<file path="src/rtl/shdiv_pkg.sv">
package shdiv_pkg;
  typedef enum logic [0:0] {
    ST_IDLE = 1'b0,
    ST_RUN  = 1'b1
  } shdiv_state_e;
endpackage

</file>
<file path="src/rtl/shdiv_msb.sv">
module shdiv_msb #(
  parameter int W  = 33,
  localparam int PW = (W > 1) ? $clog2(W) : 1
) (
  input  logic [W-1:0]  vec,
  output logic [PW-1:0] pos
);
  always_comb begin
    pos = '0;
    for (int i = 0; i < W; i++) begin
      if (vec[i]) pos = PW'(i);
    end
  end
endmodule

</file>
<file path="src/rtl/shdiv_step.sv">
module shdiv_step #(
  parameter int W  = 32,
  localparam int RW = W + 1,
  localparam int QW = 2 * W,
  localparam int CW = $clog2(W + 1),
  localparam int PW = $clog2(RW)
) (
  input  logic [RW-1:0] rem_i,
  input  logic [QW-1:0] quo_i,
  input  logic [CW-1:0] cnt_i,
  input  logic [W-1:0]  dvs_i,
  input  logic [W-1:0]  low_i,
  output logic [RW-1:0] rem_o,
  output logic [QW-1:0] quo_o,
  output logic [CW-1:0] cnt_o
);
  logic [RW-1:0] dvs_ext;
  logic          shift_en;
  logic [CW-1:0] bit_idx;
  logic          in_bit;
  logic [RW-1:0] rem_s;
  logic [QW-1:0] quo_s;
  logic [PW-1:0] msb_rem;
  logic [PW-1:0] msb_dvs;
  logic          sub_en;
  logic [PW-1:0] align;
  logic [RW-1:0] dvs_al;
  logic          overshoot;
  logic [RW-1:0] dvs_use;
  logic [QW-1:0] qbit;

  assign dvs_ext = {1'b0, dvs_i};

  shdiv_msb #(.W(RW)) u_msb_rem (.vec(rem_s),   .pos(msb_rem));
  shdiv_msb #(.W(RW)) u_msb_dvs (.vec(dvs_ext), .pos(msb_dvs));

  // shift-in phase: one lower-word bit when the remainder is short
  always_comb begin
    shift_en = (rem_i < dvs_ext) && (cnt_i != '0);
    bit_idx  = cnt_i - CW'(1);
    in_bit   = low_i[bit_idx];
    if (shift_en) begin
      rem_s = {rem_i[RW-2:0], in_bit};
      quo_s = {quo_i[QW-2:0], 1'b0};
      cnt_o = cnt_i - CW'(1);
    end else begin
      rem_s = rem_i;
      quo_s = quo_i;
      cnt_o = cnt_i;
    end
  end

  // subtract phase: align leading ones, back off once on overshoot
  always_comb begin
    sub_en    = (dvs_i != '0) && (rem_s >= dvs_ext);
    align     = msb_rem - msb_dvs;
    dvs_al    = dvs_ext << align;
    overshoot = dvs_al > rem_s;
    dvs_use   = overshoot ? (dvs_al >> 1) : dvs_al;
    qbit      = (QW'(1) << align) >> overshoot;
    if (sub_en) begin
      rem_o = rem_s - dvs_use;
      quo_o = quo_s + qbit;
    end else begin
      rem_o = rem_s;
      quo_o = quo_s;
    end
  end
endmodule

</file>
<file path="src/rtl/shift_divider.sv">
module shift_divider
  import shdiv_pkg::*;
#(
  parameter int WIDTH = 32,
  parameter int STEPS = 4,
  localparam int RW = WIDTH + 1,
  localparam int QW = 2 * WIDTH,
  localparam int CW = $clog2(WIDTH + 1)
) (
  input  logic             clk,
  input  logic             rst_n,
  input  logic             start,
  input  logic [WIDTH-1:0] dividend_hi,
  input  logic [WIDTH-1:0] dividend_lo,
  input  logic [WIDTH-1:0] divisor,
  output logic             busy,
  output logic             done,
  output logic             div_error,
  output logic [QW-1:0]    quotient,
  output logic [WIDTH-1:0] remainder
);
  // reset: asserted asynchronously, released on the clock
  logic rst_meta, rst_s;
  always_ff @(posedge clk or negedge rst_n) begin
    if (!rst_n) begin
      rst_meta <= 1'b0;
      rst_s    <= 1'b0;
    end else begin
      rst_meta <= 1'b1;
      rst_s    <= rst_meta;
    end
  end

  shdiv_state_e     state_q, state_d;
  logic [RW-1:0]    rem_q, rem_d;
  logic [QW-1:0]    quo_q, quo_d;
  logic [CW-1:0]    cnt_q, cnt_d;
  logic [WIDTH-1:0] dvs_q, dvs_d;
  logic [WIDTH-1:0] low_q, low_d;
  logic             work_en;
  logic [QW-1:0]    q_out_q, q_out_d;
  logic [WIDTH-1:0] r_out_q, r_out_d;
  logic             err_q, err_d;
  logic             done_q, done_d;
  logic             out_en;

  logic [RW-1:0] rem_c [STEPS+1];
  logic [QW-1:0] quo_c [STEPS+1];
  logic [CW-1:0] cnt_c [STEPS+1];

  assign rem_c[0] = rem_q;
  assign quo_c[0] = quo_q;
  assign cnt_c[0] = cnt_q;

  for (genvar g = 0; g < STEPS; g++) begin : g_step
    shdiv_step #(.W(WIDTH)) u_step (
      .rem_i (rem_c[g]),
      .quo_i (quo_c[g]),
      .cnt_i (cnt_c[g]),
      .dvs_i (dvs_q),
      .low_i (low_q),
      .rem_o (rem_c[g+1]),
      .quo_o (quo_c[g+1]),
      .cnt_o (cnt_c[g+1])
    );
  end

  // next-state logic
  always_comb begin
    state_d = state_q;
    rem_d   = rem_q;
    quo_d   = quo_q;
    cnt_d   = cnt_q;
    dvs_d   = dvs_q;
    low_d   = low_q;
    work_en = 1'b0;
    q_out_d = q_out_q;
    r_out_d = r_out_q;
    err_d   = err_q;
    done_d  = 1'b0;
    out_en  = 1'b0;
    unique case (state_q)
      ST_IDLE: begin
        if (start) begin
          if (divisor == '0) begin
            out_en  = 1'b1;
            q_out_d = '0;
            r_out_d = '0;
            err_d   = 1'b1;
            done_d  = 1'b1;
          end else begin
            work_en = 1'b1;
            rem_d   = {1'b0, dividend_hi};
            quo_d   = '0;
            cnt_d   = CW'(WIDTH);
            dvs_d   = divisor;
            low_d   = dividend_lo;
            state_d = ST_RUN;
          end
        end
      end
      ST_RUN: begin
        work_en = 1'b1;
        rem_d   = rem_c[STEPS];
        quo_d   = quo_c[STEPS];
        cnt_d   = cnt_c[STEPS];
        if (cnt_c[STEPS] == '0) begin
          out_en  = 1'b1;
          q_out_d = quo_c[STEPS];
          r_out_d = rem_c[STEPS][WIDTH-1:0];
          err_d   = 1'b0;
          done_d  = 1'b1;
          state_d = ST_IDLE;
        end
      end
      default: state_d = ST_IDLE;
    endcase
  end

  // registers
  always_ff @(posedge clk or negedge rst_s) begin
    if (!rst_s) begin
      state_q <= ST_IDLE;
      done_q  <= 1'b0;
    end else begin
      state_q <= state_d;
      done_q  <= done_d;
    end
  end

  always_ff @(posedge clk or negedge rst_s) begin
    if (!rst_s) begin
      rem_q <= '0;
      quo_q <= '0;
      cnt_q <= '0;
      dvs_q <= '0;
      low_q <= '0;
    end else if (work_en) begin
      rem_q <= rem_d;
      quo_q <= quo_d;
      cnt_q <= cnt_d;
      dvs_q <= dvs_d;
      low_q <= low_d;
    end
  end

  always_ff @(posedge clk or negedge rst_s) begin
    if (!rst_s) begin
      q_out_q <= '0;
      r_out_q <= '0;
      err_q   <= 1'b0;
    end else if (out_en) begin
      q_out_q <= q_out_d;
      r_out_q <= r_out_d;
      err_q   <= err_d;
    end
  end

  assign busy      = (state_q == ST_RUN);
  assign done      = done_q;
  assign div_error = err_q;
  assign quotient  = q_out_q;
  assign remainder = r_out_q;
endmodule

</file>
<file path="config.mk">
export PLATFORM = sky130hd
export DESIGN_NAME = shift_divider
export DESIGN_NICKNAME = d
export VERILOG_FILES = /design/src/rtl/shdiv_pkg.sv /design/src/rtl/shdiv_msb.sv /design/src/rtl/shdiv_step.sv /design/src/rtl/shift_divider.sv
export SDC_FILE = /design/constraint.sdc
export NUM_CORES = 2
export LEC_CHECK = 0
export BUFFER_PORTS_ARGS = -buffer_cell sky130_fd_sc_hd__buf_2
export CORE_MARGIN = 8
export CORE_UTILIZATION = 40
export DETAILED_ROUTE_END_ITERATION = 16
export PLACE_DENSITY_LB_ADDON = 0.15
export REMOVE_ABC_BUFFERS = 1
export SLEW_MARGIN = 40
export SYNTH_ARGS = -nofsm -noshare
export SYNTH_HDL_FRONTEND = slang
export SYNTH_HIERARCHICAL = 1
export SYNTH_SLANG_ARGS = --single-unit
</file>
<file path="constraint.sdc">
create_clock -name clk -period 11.1 [get_ports clk]
set_input_delay 1.11 -clock clk [delete_from_list [all_inputs] [get_ports clk]]
set_output_delay 1.11 -clock clk [all_outputs]
set_load 0.02 [all_outputs]
</file>
==> out/summary.txt <==
Asr flop ratio synth - 1.00
# DRC - 0
Most common flop cell mapped by yosys - dfrtp_1
Reg2reg start - dvs_q[22]$_DFFE_PN0P_
Final wirelength - 346 mm
Mapped Area - 0.0641 mm^2
Clock network latency to the later pin of the worst-skew pair - 0.65 ns
CTS tree - yes
Synth top cells by count - nand2_1 (1004), nor2_1 (919), a21oi_1 (839)
Share of cells above drive strength 1 - 0.396
Synth Area per Inst - 7.22 um^2
Fmax - 24.2 MHz
Worst path slowest cell - fa_2
Seq/Total Area, Yosys - 0.105
Clock sinks - 268
Row cnt - 147
Slowest stage delay, CP - 0.64 ns
Final setup fails - 202
EDFF count, synth - 0
Worst slew margin - 0.375
First-pass GRT wire length - 504 mm
Fin crit share - 3.72
Reg2Reg Depth - 215
Fin Hold WS - 0.243 ns
Initial DRC Count - 8476
Slew at the pin closest to its max-slew limit - 0.930 ns
H-tree Lvls - 1
Dpl hpwl - 281 mm
Hold buffers post-CTS - 0
Max Clock Skew - 0.0611 ns
Period minus WS final - 41.28 ns
#FFs+latches synth - 268
Synth warnings - 6
CP required - 11.59 ns
Hold Fails Final Rpt - 0
Yosys top cell by area - ha_1
Post-route ant nets - 0
I/O Buffers - 197
Area Growth Syn to Fin - 51.2%
Antenna violations before repair - 20
Io pins - 198
Largest net degree at the start of global routing - 98
Share of the synthesized area in the top cell type - 0.151
Root buffer cell - clkbuf_16
RSZ-0062 raised after global routing - yes
Routed vias/inst - 5.88
CP Launch Type - flop
Max-capacitance violation count - 0
R2R setup slack - -30.18 ns
Setup WS post-layout - -30.18 ns
Clock Tree Buf Depth - 3
Slew Limit Fails - 0
Netlist cell types - 121
Synth area leaders - ha_1 (15%), dfrtp_1 (10%), a21oi_1 (6.5%)
Die W - 416 um
Syn Inst Count - 8879
Final cell area excluding filler cells - 0.0970 mm^2
Die Y - 416 um
CP Class - flop to flop
Type of destination of the critical path - flop
TritonCTS Buffers - 29
Core area - 0.160 mm^2
Die area - 0.173 mm^2
Crit path arrival time - 41.77 ns
HP Class - input pin to asynchronous set/reset pin
Reg2Reg Capture Point - quotient[62]$_DFFE_PN0P_
Initial Util - 0.401
Total GRT Usage - 0.375
Status - finished, violations left
Via count - 83000
Top-count cell post-synth - nand2_1
Failing checks - negative setup slack
CP most frequent cell - buf_4
1st-pass router iterations - 6
DR WL/cell - 24.5 um
Vias in the first global route - 79900
Grt ovf - 0
Placed inst area - 0.0905 mm^2
# fillers - 14700
Worst-path maximum fanout - 8
Worst-path clk slew - 0.07 ns
Post-layout nets - 12900
Routability cong. - 1.05
## through the flow
step	TNS, ns	util	setup slack (ns)	instances
after global routing	-6130.97	0.607	-31.72	14100
after floorplan	-	-	-65.11	8467
after detailed placement	-6297.40	0.566	-32.73	13900
after global placement	-6201.15	0.565	-32.21	13900
after CTS	-5657.42	0.596	-29.20	14100
final	-5830.91	0.607	-30.18	14100
## routing by layer
| layer | share of wire | GRT usage | vias to the layer above |
|---|---|---|---|
| li1 | - | - | 38700 |
| met1 | 0.44 | 0.532 | 39700 |
| met2 | 0.41 | 0.550 | 3833 |
| met3 | 0.10 | 0.0771 | 781 |
| met4 | 0.050 | 0.152 | 10 |
| met5 | 0.00025 | 0 | - |
## timing repair
action / CTS / global route
cloned: 10 / 1
setup endpoints to repair: 202 / 202
setup buffers: 139 / 50
pin swaps: 296 / 159
gates resized for setup: 656 / 292
## final cells by class
class,instances,area [um^2],area share
flip-flops and latches,268,6710,0.0692
repair buffers,3505,27000,0.279
well taps,2086,2610,0.0269
diodes,2,5.00,0.0000516
clock inverters,15,226,0.00234
clock buffers,37,776,0.00800
multi-input cells,7665,57600,0.594
inverters,537,2030,0.0209
## worst max-delay path: cells and delay by family (launching register included)
| family | cells | cell delay (ns) |
|---|---|---|
| AO/OA/AOI/OAI | 72 | 13.67 |
| AND/OR/NAND/NOR | 54 | 9.43 |
| buffers and inverters | 53 | 7.08 |
| adder cells (fa/ha/maj) | 19 | 6.13 |
| multiplexers | 15 | 4.08 |
| flip-flops | 1 | 0.38 |
| XOR/XNOR | 2 | 0.33 |
## sequential cells by signal (all words and copies together), names as in the netlist
register	flops
busy	1
rem_q	33
quo_q	64
cnt_q	6
rst_meta	1
dvs_q	32
remainder	32
low_q	32
div_error	1
rst_s	1
quotient	64
done	1
## worst max path at each step
stage | start | to | slack, ns | depth (start not counted)
2_1_floorplan | dvs_q[23]$_DFFE_PN0P_ | quotient[59]$_DFFE_PN0P_ | -65.11 | 125
3_3_place_gp | rem_q[14]$_DFFE_PN0P_ | quotient[56]$_DFFE_PN0P_ | -32.21 | 211
3_5_place_dp | dvs_q[14]$_DFFE_PN0P_ | quotient[56]$_DFFE_PN0P_ | -32.73 | 211
4_1_cts | dvs_q[25]$_DFFE_PN0P_ | quotient[62]$_DFFE_PN0P_ | -29.20 | 215
5_1_grt | dvs_q[24]$_DFFE_PN0P_ | quotient[56]$_DFFE_PN0P_ | -31.72 | 224
6_report | dvs_q[22]$_DFFE_PN0P_ | quotient[62]$_DFFE_PN0P_ | -30.18 | 215
## cells by family after synthesis
kind of cell | share of synthesized area
flip-flops | 0.105
other | 0.000293
XOR/XNOR | 0.0553
AND/OR/NAND/NOR | 0.214
buffers and inverters | 0.0585
adder cells (fa/ha/maj) | 0.156
AO/OA/AOI/OAI | 0.266
multiplexers | 0.145
## layout by cell type (no fill, tap or decap), types with 161 or more instances in the layout
cell type | synthesis | final
nand2_1 | 1004 | 970
o21ai_0 | 645 | 492
xnor2_1 | 228 | 209
nor3_1 | 189 | 169
dfrtp_1 | 268 | 266
inv_1 | 533 | 494
buf_2 | 10 | 197
mux2_2 | 348 | 340
a21o_1 | 292 | 292
mux2i_1 | 322 | 239
xor2_1 | 173 | 161
ha_1 | 776 | 736
buf_4 | 10 | 3184
a21oi_1 | 839 | 739
nor2_1 | 919 | 884
Power is left out: the tool's default activity adds up to more than one toggle a clock period on the data nets, which glitch-free logic cannot reach.
